## src/rtl/lwdt_pkg.sv

```systemverilog
package lwdt_pkg;

    typedef struct packed {
        logic       armed;
        logic [3:0] secs;
    } ctl_t;

    // A zero field counts as one second
    function automatic logic [3:0] eff_secs(input logic [3:0] field);
        return (field == 4'd0) ? 4'd1 : field;
    endfunction

endpackage

```

## src/rtl/lwdt_prescale.sv

```systemverilog
module lwdt_prescale #(
    parameter int CLK_HZ = 50_000_000
) (
    input  logic clk,
    input  logic rst_n,
    input  logic run,
    input  logic clr,
    output logic tick
);
    localparam int CW = (CLK_HZ > 1) ? $clog2(CLK_HZ) : 1;
    localparam logic [CW-1:0] LAST = CW'(CLK_HZ - 1);

    typedef struct packed {
        logic [CW-1:0] cnt;
    } pre_t;

    pre_t st_d, st_q;

    always_comb begin
        st_d = st_q;
        tick = run && !clr && (st_q.cnt == LAST);
        if (clr) begin
            st_d.cnt = '0;
        end else if (run) begin
            st_d.cnt = tick ? '0 : st_q.cnt + 1'b1;
        end
    end

    always_ff @(posedge clk or negedge rst_n) begin
        if (!rst_n) st_q <= '0;
        else        st_q <= st_d;
    end
endmodule

```

## src/rtl/lwdt_countdown.sv

```systemverilog
module lwdt_countdown (
    input  logic       clk,
    input  logic       rst_n,
    input  logic       run,
    input  logic       load,
    input  logic [3:0] load_secs,
    input  logic [3:0] cur_secs,
    input  logic       tick,
    output logic       fire,
    output logic       req
);
    typedef struct packed {
        logic [3:0] left;
        logic       req;
    } cd_t;

    cd_t st_d, st_q;

    always_comb begin
        st_d     = st_q;
        fire     = run && !load && tick && (st_q.left == 4'd1);
        st_d.req = fire;
        if (load) begin
            st_d.left = load_secs;
        end else if (run && tick) begin
            st_d.left = fire ? cur_secs : st_q.left - 4'd1;
        end
    end

    always_ff @(posedge clk or negedge rst_n) begin
        if (!rst_n) st_q <= '{left: 4'd1, req: 1'b0};
        else        st_q <= st_d;
    end

    assign req = st_q.req;
endmodule

```

## src/rtl/lwdt_regs.sv

```systemverilog
module lwdt_regs
    import lwdt_pkg::*;
#(
    parameter int              ADDR_W   = 8,
    parameter logic [ADDR_W-1:0] CTRL_OFS = 'h14,
    parameter logic [ADDR_W-1:0] STAT_OFS = 'h18
) (
    input  logic              clk,
    input  logic              rst_n,
    input  logic              por_n,
    input  logic [ADDR_W-1:0] addr,
    input  logic              wr,
    input  logic [31:0]       wdata,
    input  logic              fire,
    output logic              armed,
    output logic [3:0]        cur_secs,
    output logic              kick,
    output logic [3:0]        kick_secs,
    output logic              cause,
    output logic [31:0]       rdata
);
    ctl_t ctl_d, ctl_q;
    logic flag_d, flag_q;
    logic clr_flag;
    logic unused_bits;

    assign unused_bits = ^{wdata[30:12], wdata[6:0]};

    always_comb begin
        ctl_d     = ctl_q;
        kick      = wr && (addr == CTRL_OFS);
        clr_flag  = wr && (addr == STAT_OFS) && wdata[31];
        kick_secs = eff_secs(wdata[11:8]);
        if (kick) begin
            ctl_d.armed = ctl_q.armed | wdata[7];
            ctl_d.secs  = wdata[11:8];
        end
        // expiry has priority over a software clear in the same cycle
        flag_d = (flag_q && !clr_flag) || fire;
    end

    always_ff @(posedge clk or negedge rst_n) begin
        if (!rst_n) ctl_q <= '0;
        else        ctl_q <= ctl_d;
    end

    always_ff @(posedge clk or negedge por_n) begin
        if (!por_n) flag_q <= 1'b0;
        else        flag_q <= flag_d;
    end

    always_comb begin
        rdata = '0;
        if (addr == CTRL_OFS) begin
            rdata[11:8] = ctl_q.secs;
            rdata[7]    = ctl_q.armed;
        end else if (addr == STAT_OFS) begin
            rdata[31]   = flag_q;
        end
    end

    assign armed    = ctl_q.armed;
    assign cur_secs = eff_secs(ctl_q.secs);
    assign cause    = flag_q;
endmodule

```

## src/rtl/wdog_lock.sv

```systemverilog
module wdog_lock #(
    parameter int                CLK_HZ   = 50_000_000,
    parameter int                ADDR_W   = 8,
    parameter logic [ADDR_W-1:0] CTRL_OFS = 'h14,
    parameter logic [ADDR_W-1:0] STAT_OFS = 'h18
) (
    input  logic              clk,
    input  logic              por_n,
    input  logic              rst_n,
    input  logic [ADDR_W-1:0] bus_addr,
    input  logic              bus_wr,
    input  logic [31:0]       bus_wdata,
    output logic [31:0]       bus_rdata,
    output logic              wdt_rst_req
);
    logic       sys_n;
    logic       armed_w, kick_w, tick_w, fire_w, cause_w;
    logic [3:0] cur_secs_w, kick_secs_w;

    // power-on reset also resets the system domain
    assign sys_n = rst_n & por_n;

    lwdt_regs #(
        .ADDR_W(ADDR_W), .CTRL_OFS(CTRL_OFS), .STAT_OFS(STAT_OFS)
    ) u_regs (
        .clk(clk), .rst_n(sys_n), .por_n(por_n),
        .addr(bus_addr), .wr(bus_wr), .wdata(bus_wdata),
        .fire(fire_w), .armed(armed_w), .cur_secs(cur_secs_w),
        .kick(kick_w), .kick_secs(kick_secs_w), .cause(cause_w),
        .rdata(bus_rdata)
    );

    lwdt_prescale #(.CLK_HZ(CLK_HZ)) u_pre (
        .clk(clk), .rst_n(sys_n), .run(armed_w), .clr(kick_w), .tick(tick_w)
    );

    lwdt_countdown u_cd (
        .clk(clk), .rst_n(sys_n), .run(armed_w), .load(kick_w),
        .load_secs(kick_secs_w), .cur_secs(cur_secs_w), .tick(tick_w),
        .fire(fire_w), .req(wdt_rst_req)
    );
endmodule

```

## config.mk

```make
export PLATFORM = sky130hd
export DESIGN_NAME = wdog_lock
export DESIGN_NICKNAME = d
export VERILOG_FILES = /design/src/rtl/lwdt_pkg.sv /design/src/rtl/lwdt_prescale.sv /design/src/rtl/lwdt_countdown.sv /design/src/rtl/lwdt_regs.sv /design/src/rtl/wdog_lock.sv
export SDC_FILE = /design/constraint.sdc
export NUM_CORES = 1
export LEC_CHECK = 0
export ABC_AREA = 1
export CAP_MARGIN = 20
export CORE_MARGIN = 5
export CORE_UTILIZATION = 52
export DETAILED_ROUTE_END_ITERATION = 16
export PLACE_DENSITY_LB_ADDON = 0.1
export SKIP_LAST_GASP = 1
export SYNTH_ARGS = -nofsm -noshare
export SYNTH_HDL_FRONTEND = slang
export SYNTH_HIERARCHICAL = 1
export SYNTH_SLANG_ARGS = --single-unit
```

## constraint.sdc

```tcl
create_clock -name clk -period 3.84 [get_ports clk]
set_clock_uncertainty 0.05 [all_clocks]
set_input_delay 0.96 -clock clk [delete_from_list [all_inputs] [get_ports clk]]
set_output_delay 0.96 -clock clk [all_outputs]
set_load 0.005 [all_outputs]
```

==> impl_metrics.toml, run 1 <==
[place]
place_area_um2 = 2940
port_buffers = 24
dp_hpwl_mm = 4.28
gp_congestion = 0.825

[layout]
final_area_um2 = 3020
diodes = 0
fillers = 517
area_delta_synth_final_pct = 9.52
finalNetCount = 456
layout-drive-gt1-share_pct = 10.0

[clock_network]
clockBufferDepth = 2
cts.sinks = 37
post_cts_resized = 0
htreeDepth = 2
numCtsBuffers = 5
postCtsSetupBuffers = 0
cts_tree = "done"
cts_hold_buf = 0
clock_latency_ns = 0.29
cts_root_buf = "clkbuf_8"
clkTransAtPathRegs_ns = 0.08

[floorplan]
die_w_um = 82.9
die_y_um = 82.9
die-area_um2 = 6860
coreArea_um2 = 5140
rows = 26
ios = 77
initial_core_util_pct = 53.7

[setup_path]
end_kind = "primary output"
reg2reg_to = "u_cd/st_q[3]"
r2r_setup_slack_ns = 1.70
worstSetupPathType = "in2out"
r2r_cells = 12
cp.required_ns = 2.83
cp.arrival_ns = 2.46
startpoint_type = "input port"
timing.rr.start = "u_pre/st_q[1]"
cp_max_fo = 9

[power_and_ir_drop]
peakVddDrop_v = 0.000306
power.share.clock_pct = 26.2
p_leak_nw = 1.64
swShare_pct = 34.3
p_int_uw = 682
seqPwrFrac_pct = 49.3
p_sw_uw = 356
combPwrFrac_pct = 24.5
pwr_density_cell_nw_per_um2 = 343

[yosys]
synth-main-ff-cell = "dfrtp_1"
async_flop_share_pct = 100
synth_cell_types = 36
synth_commonest_cells = "nand2_1 (102), inv_1 (48), dfrtp_1 (36)"
synth-edff-count = 0
yosysTopAreaCell = "dfrtp_1"
synth_area_leaders = "dfrtp_1 (33%), nand2_1 (14%), buf_4 (7.3%), inv_1 (6.5%), nand3_1 (4.9%)"
yosysTopAreaCellShare_pct = 32.6
yosys_register_bits = 37
syn_area_um2 = 2760
ys_seq_area_share_pct = 33.6
avgSynthCellArea_um2 = 7.13
yosysWarnings = 6
syn-instance-count = 387
yosysMostFrequentCell = "nand2_1"

[min_path]
hp-class = "reg2reg"
min-delay-start = "u_regs/cause"
min_path_cells = 2
whs_endpoint = "u_regs/cause"

[global_routing]
met1_usage_pct = 24.5
grt_pass1_vias = 2130
busiest_layer = "met2"
grt_util_all_layers_pct = 17.6
antenna_found_initial = 0
grtUsageMet2_pct = 27.0
grt_max_degree = 37
grt_first_pass_wirelength_mm = 10.0
gr-total-overflow = 0
use_met3_pct = 4.46

[drt]
routedWlPerCell_um = 12.0
via_per_inst = 4.82
route.detailed.drc = 0
routed_wl_mm = 5.77
vias = 2310
drt_iter0_markers = 156
ant_nets = 0
firstDrtPassIters = 4

[flow_run]
drv_cap = 0

[timing]
fin_crit_ns = 3.47
rsz0062_at_grt = "false"
setup_viol = 0
fmax_mhz = 288
tightest_slew_ns = 0.827
setup-tns-final_ns = 0
slew_headroom_pct = 44.5
finalHoldViolCount = 0
finalCritPeriodShare_pct = 90.4
drv_slew = 0

[run_status]
status = "completed"
-- registers in the layout (all words and copies together), names as in the netlist --
register,cells
u_cd/req,1
u_pre/st_q,26
u_regs/cause,1
u_regs/ctl_q,4
u_cd/st_q,4
u_regs/armed,1
-- cells in the final DEF, fill, tap and decap left out, drive strengths merged --
master / netlist / routed
o22ai: 3 / 3
dfstp: 1 / 1
xnor2: 3 / 3
dfrtp: 36 / 36
a31oi: 1 / 1
nand2: 116 / 116
and2: 2 / 2
clkdlybuf4s50: 0 / 24
conb: 1 / 26
nand4: 11 / 11
xor2: 8 / 8
or2: 1 / 1
clkinv: 0 / 2
nor3: 5 / 5
nor2: 43 / 43
nand3b: 1 / 1
inv: 52 / 52
a21oi: 7 / 7
buf: 30 / 2
ha: 4 / 4
clkbuf: 7 / 6
nand3: 28 / 28
o31ai: 1 / 1
o21bai: 1 / 1
o21ai: 25 / 25
-- cell type report --
type / count / area, µm² / share of cell area, %
clock buffers: 6 / 72.6 / 2.40
inverters: 52 / 198 / 6.54
flip-flops and latches: 37 / 927 / 30.7
multi-input cells: 286 / 1470 / 48.7
clock inverters: 2 / 10.0 / 0.331
well taps: 70 / 87.6 / 2.90
repair buffers: 26 / 255 / 8.44
-- critical path: stages --
cell	delay, ns
clkdlybuf4s50_1	0.40
inv_1	0.06
nand2_1	0.12
nor2_8	0.19
nand2_2	0.11
nor2_1	0.10
clkdlybuf4s50_1	0.52
-- per-stage QoR --
step / hold WS (ns) / cells / utilization, % / worst slack [ns] / total power, mW
2_1_floorplan: 0.386 / 412 / - / 1.35 / 0.727
3_3_place_gp: 0.405 / 471 / 57.2 / 0.344 / 0.763
3_5_place_dp: 0.413 / 471 / 57.2 / 0.370 / 0.773
4_1_cts: 0.432 / 479 / 58.8 / 0.357 / 1.05
5_1_grt: 0.477 / 479 / 58.8 / 0.273 / 1.11
6_report: 0.425 / 479 / 58.8 / 0.368 / 1.04
-- power groups by stage --
stage	combinational, mW	clock (mW)	sequential [mW]
after CTS	0.256	0.279	0.513
after floorplan	0.228	0	0.499
after global routing	0.289	0.297	0.523
after global placement	0.246	0	0.517
after detailed placement	0.253	0	0.520
final	0.255	0.272	0.512
-- cells by family after synthesis --
group	share of synthesized area, %
AOI/OAI and AO/OA	7.39
buffers and inverters	16.5
and+or+nand+nor	37.1
DFF	33.6
other	0.136
adders and majority gates	1.81
xor gates and xnor gates	3.49
-- metal layers --
metal,vias to the layer above,wire length (µm)
li1,1199,-
met1,1043,2670
met2,57,2630
met3,11,374
met4,0,95
met5,-,0
-- how the worst max path moves through the flow --
stage | endpoint | from
5_1_grt | bus_rdata[7] | bus_addr[3]
3_5_place_dp | bus_rdata[8] | bus_addr[2]
6_report | bus_rdata[7] | bus_addr[6]
4_1_cts | bus_rdata[7] | bus_addr[6]
3_3_place_gp | bus_rdata[7] | bus_addr[2]
2_1_floorplan | u_cd/st_q[3] | bus_addr[6]
Note: power is estimated with default switching activity, not from simulation.
==> run 2: changes to the inputs <==
--- a/config.mk
+++ b/config.mk
@@ -7,7 +7,7 @@
 export LEC_CHECK = 0
 export ABC_AREA = 1
 export CAP_MARGIN = 20
-export CORE_MARGIN = 5
+export CORE_MARGIN = 2
 export CORE_UTILIZATION = 52
 export DETAILED_ROUTE_END_ITERATION = 16
 export PLACE_DENSITY_LB_ADDON = 0.1
==> constraint.sdc (replaced) <==
create_clock -name clk -period 4.4 [get_ports clk]
set_clock_uncertainty 0.05 [all_clocks]
set_input_delay 1.1 -clock clk [delete_from_list [all_inputs] [get_ports clk]]
set_output_delay 1.1 -clock clk [all_outputs]
set_load 0.005 [all_outputs]
==> run 2 against run 1 <==
Against the previous run: power decreased by 14%; combinational power decreased by 14%; first-iteration DRC count up 27%; via count did not move; sequential power decreased by 13%; critical path type unchanged; clock-buffer cell count is the same.
==> impl_metrics.toml, run 2 (synthesis gave the netlist of run 1 again) <==
[layout]
multi_input_area_um2 = 1470
final_common_cell = "nand2_1"
regArea_um2 = 927
finalNetCount = 456
layout_common_cells = "nand2_1 (102), inv_1 (48), dfrtp_1 (36)"
regMostFlops = "u_pre/st_q"
final_area_um2 = 3020
area_delta_synth_final_pct = 9.52
layout-drive-gt1-share_pct = 10.0
reg.largest.list = "u_pre/st_q: 26 flops, u_cd/st_q: 4 flops, u_regs/ctl_q: 4 flops"
fillers = 496
fin_util_pct = 59.2
fin_cells = 479
largest_reg_flops = 26
diodes = 0

[power_and_ir_drop]
power.share.clock_pct = 25.8
combPwrFrac_pct = 24.5
peakVddDrop_v = 0.000260
p_sw_uw = 302
seqPwrFrac_pct = 49.7
power_uw = 897
swShare_pct = 33.7
p_leak_nw = 1.64
p_int_uw = 595
pwr_density_cell_nw_per_um2 = 297

[global_routing]
use_met3_pct = 4.59
antenna_found_initial = 0
busiest_layer = "met2"
grt_first_pass_wirelength_mm = 9.43
met1_usage_pct = 27.6
gr-total-overflow = 0
grt_pass1_vias = 2110
grtUsageMet2_pct = 30.1
grt_max_degree = 20
grt_util_all_layers_pct = 19.7

[drt]
route.detailed.drc = 0
vias = 2310
ant_nets = 0
routedWlPerCell_um = 11.3
via_per_inst = 4.82
routed_wl_mm = 5.44
firstDrtPassIters = 4
drt_iter0_markers = 198

[timing]
fmax_mhz = 268
setup_viol = 0
finalHoldViolCount = 0
finalCritPeriodShare_pct = 84.7
worst_slack_ns = 0.673
fin_crit_ns = 3.73
tightest_slew_ns = 0.825
rsz0062_at_grt = "false"
timing.hold.ws_ns = 0.430
drv_slew = 0
slew_headroom_pct = 44.7
setup-tns-final_ns = 0

[setup_path]
critical_path.cell_chain = "clkdlybuf4s50_1, nand2_2, nor2_8, nand2_2, nor2_1, clkdlybuf4s50_1"
startpoint_type = "input port"
worstSetupPathType = "in2out"
end_kind = "primary output"
cpMaxStageDelayCell = "clkdlybuf4s50_1"
cp.required_ns = 3.25
critPathMaxStageDelay_ns = 0.51
cp_max_fo = 7
cp.arrival_ns = 2.58

[floorplan]
initial_core_util_pct = 54.0
die-area_um2 = 5910
rows = 26
die_w_um = 76.9
coreArea_um2 = 5110
die_y_um = 76.9
ios = 77

[place]
gp_congestion = 0.811
place_ws_ns = 0.667
place_inst = 471
dp_hpwl_mm = 4.02
port_buffers = 24
place_area_um2 = 2940

[clock_network]
post_cts_resized = 0
cts_root_buf = "clkbuf_8"
postCtsSetupBuffers = 0
cts_hold_buf = 0
htreeDepth = 2
clkTransAtPathRegs_ns = 0.08
cts_tree = "done"
numCtsBuffers = 5
cts.sinks = 37
clock_latency_ns = 0.28
clockBufferDepth = 2

[flow_run]
drv_cap = 0

[run_status]
status = "completed"

[min_path]
hp-class = "reg2reg"
run 2: cell counts in the layout (fill, tap and decap cells not counted):
No cell type changed its count.
run 2: power by group through the flow:
stage               sequential [mW]  combinational [mW]  clock [mW]
finish                        0.446               0.219       0.231
global route                  0.456               0.254       0.253
CTS                           0.445               0.222       0.238
detailed placement            0.452               0.220           0
global placement              0.451               0.215           0
floorplan                     0.436               0.199           0
run 2: worst paths after layout:
path                                from  depth (start not counted)            to  slack (ns)
max in group asynchronous          por_n                          4  u_cd/st_q[1]        2.20
min reg2reg                 u_regs/cause                          2  u_regs/cause        0.43
max                          bus_addr[2]                          6  bus_rdata[8]        0.67
min in group asynchronous          por_n                          1  u_regs/cause        0.91
max reg2reg                u_pre/st_q[0]                         12  u_cd/st_q[3]        2.28
min                         u_regs/cause                          2  u_regs/cause        0.43
run 2: area by class of cell:
class	instances	area share [%]
Clock buffer	6	2.40
Clock inverter	2	0.331
Inverter	52	6.54
Multi-Input combinational cell	286	48.7
Sequential cell	37	30.7
Tap cell	70	2.90
Timing Repair Buffer	26	8.44
run 2: critical path, delay by kind of cell:
| kind | cells | cell delay (ns) |
|---|---|---|
| buffers and inverters | 2 | 1.00 |
| and+or+nand+nor | 4 | 0.47 |
run 2: per-layer routing:
metal,up-vias,part of all wire (%)
li1,1198,-
met1,1056,51
met2,54,45
met3,2,3.5
met4,0,0.64
met5,-,0
==> run 3: changes to the inputs <==
--- a/config.mk
+++ b/config.mk
@@ -8,7 +8,7 @@
 export ABC_AREA = 1
 export CAP_MARGIN = 20
 export CORE_MARGIN = 2
-export CORE_UTILIZATION = 52
+export CORE_UTILIZATION = 49
 export DETAILED_ROUTE_END_ITERATION = 16
 export PLACE_DENSITY_LB_ADDON = 0.1
 export SKIP_LAST_GASP = 1
==> constraint.sdc (replaced) <==
create_clock -name clk -period 3.6 [get_ports clk]
set_clock_uncertainty 0.05 [all_clocks]
set_input_delay 0.9 -clock clk [delete_from_list [all_inputs] [get_ports clk]]
set_output_delay 0.9 -clock clk [all_outputs]
set_load 0.005 [all_outputs]
==> run 3 against run 2 <==
Against the previous run: clock power increased by 30%; global-route usage decreased by 0.22 points; power increased by 25%; combinational power increased by 24%.
==> impl_metrics.toml, run 3 (synthesis gave the netlist of run 1 again) <==
[timing]
setup_viol = 0
finalCritPeriodShare_pct = 92.8
setup-tns-final_ns = 0
tightest_slew_ns = 0.853
fmax_mhz = 299
fin_crit_ns = 3.34
slew_headroom_pct = 42.7
finalHoldViolCount = 0
rsz0062_at_grt = "false"
drv_slew = 0

[setup_path]
r2r_setup_slack_ns = 1.46
r2r_cells = 6
path_buf_inv = 2
cpMaxStageDelayCell = "clkdlybuf4s50_1"
cp_max_fo = 7
cp_top_family = "buffers and inverters"
worstSetupPathDepth = 6
cp.required_ns = 2.65
critical_path.cell_chain = "clkdlybuf4s50_1, nand2_2, nor2_8, nand2_2, nor2_1, clkdlybuf4s50_1"
end_kind = "primary output"
worstSetupPathType = "in2out"
startpoint_type = "input port"
cp.arrival_ns = 2.39
critPathMaxStageDelay_ns = 0.52

[drt]
firstDrtPassIters = 5
routed_wl_mm = 5.56
vias = 2322
routedWlPerCell_um = 11.6
ant_nets = 0
route.detailed.drc = 0
drt_iter0_markers = 101
via_per_inst = 4.83

[power_and_ir_drop]
pwr_density_cell_nw_per_um2 = 368
power_mw = 1.12
swShare_pct = 32.9
p_leak_nw = 1.64
seqPwrFrac_pct = 48.8
power.share.clock_pct = 27.0
peakVddDrop_v = 0.000341
combPwrFrac_pct = 24.3
p_sw_uw = 368
p_int_uw = 749

[clock_network]
clkTransAtPathRegs_ns = 0.07
htreeDepth = 2
cts_tree = "done"
cts_root_buf = "clkbuf_8"
numCtsBuffers = 5
cts_hold_buf = 0
postCtsSetupBuffers = 0
cts.sinks = 37
post_cts_resized = 0
clockBufferDepth = 2
clock_latency_ns = 0.29

[layout]
fin_cells = 481
regMostFlops = "u_pre/st_q"
reg.largest.list = "u_pre/st_q: 26 flops, u_cd/st_q: 4 flops, u_regs/ctl_q: 4 flops"
final_area_um2 = 3030
finalNetCount = 456
fillers = 546
final_common_cell = "nand2_1"
largest_reg_flops = 26
layout_common_cells = "nand2_1 (102), inv_1 (48), dfrtp_1 (36)"
fin_util_pct = 55.4
diodes = 0
layout-drive-gt1-share_pct = 9.78
area_delta_synth_final_pct = 9.88

[global_routing]
grt_util_all_layers_pct = 19.5
grt_max_degree = 37
grt_pass1_vias = 2146
gr-total-overflow = 0
grt_first_pass_wirelength_mm = 9.63
antenna_found_initial = 0

[floorplan]
die_w_um = 79.1
initial_core_util_pct = 50.4
coreArea_um2 = 5470
die_y_um = 79.1
ios = 77
die-area_um2 = 6250
rows = 27

[flow_run]
drv_cap = 0

[min_path]
min_path_cells = 2
hp-class = "reg2reg"

[run_status]
status = "completed"

[place]
port_buffers = 24
place_area_um2 = 2940
gp_congestion = 0.855
place_inst = 473
dp_hpwl_mm = 4.10
## run 3: cell type report
cell class	count	area [µm²]	share of cell area, %
multi-input combinational	286	1470	48.6
sequential	37	927	30.6
timing repair buffer	26	255	8.42
inverter	52	198	6.52
clock buffer	8	90.1	2.97
tap	72	90.1	2.97
## run 3: final timing paths
check / start / endpoint
max in group asynchronous: por_n / u_cd/st_q[1]
max: bus_addr[2] / bus_rdata[11]
min: u_regs/cause / u_regs/cause
min in group asynchronous: por_n / u_regs/cause
min reg2reg: u_regs/cause / u_regs/cause
max reg2reg: u_pre/st_q[0] / u_pre/st_q[2]
## run 3: worst min-delay path, stage by stage, from the launching register on
cell and delay (ns):
dfrtp_1 0.34, nand2_1 0.05, nand2_1 0.05
## run 3: power groups by stage
stage | registers, mW | clock network [mW] | logic (mW)
6_report | 0.545 | 0.301 | 0.271
5_1_grt | 0.555 | 0.331 | 0.314
4_1_cts | 0.545 | 0.313 | 0.275
3_5_place_dp | 0.552 | 0 | 0.273
3_3_place_gp | 0.550 | 0 | 0.265
2_1_floorplan | 0.533 | 0 | 0.243
## run 3: per-layer routing
metal	track usage (%)	wire length [µm]	vias up
li1	-	-	1204
met1	25.7	2710	1065
met2	31.4	2530	48
met3	4.66	257	5
met4	6.55	63	0
met5	0	0	-
## run 3: through the flow
stage / hold slack, ns / setup slack, ns
final: 0.427 / 0.258
after detailed placement: 0.414 / 0.250
after floorplan: 0.386 / 1.17
after global routing: 0.473 / 0.140
after CTS: 0.432 / 0.237
after global placement: 0.405 / 0.229
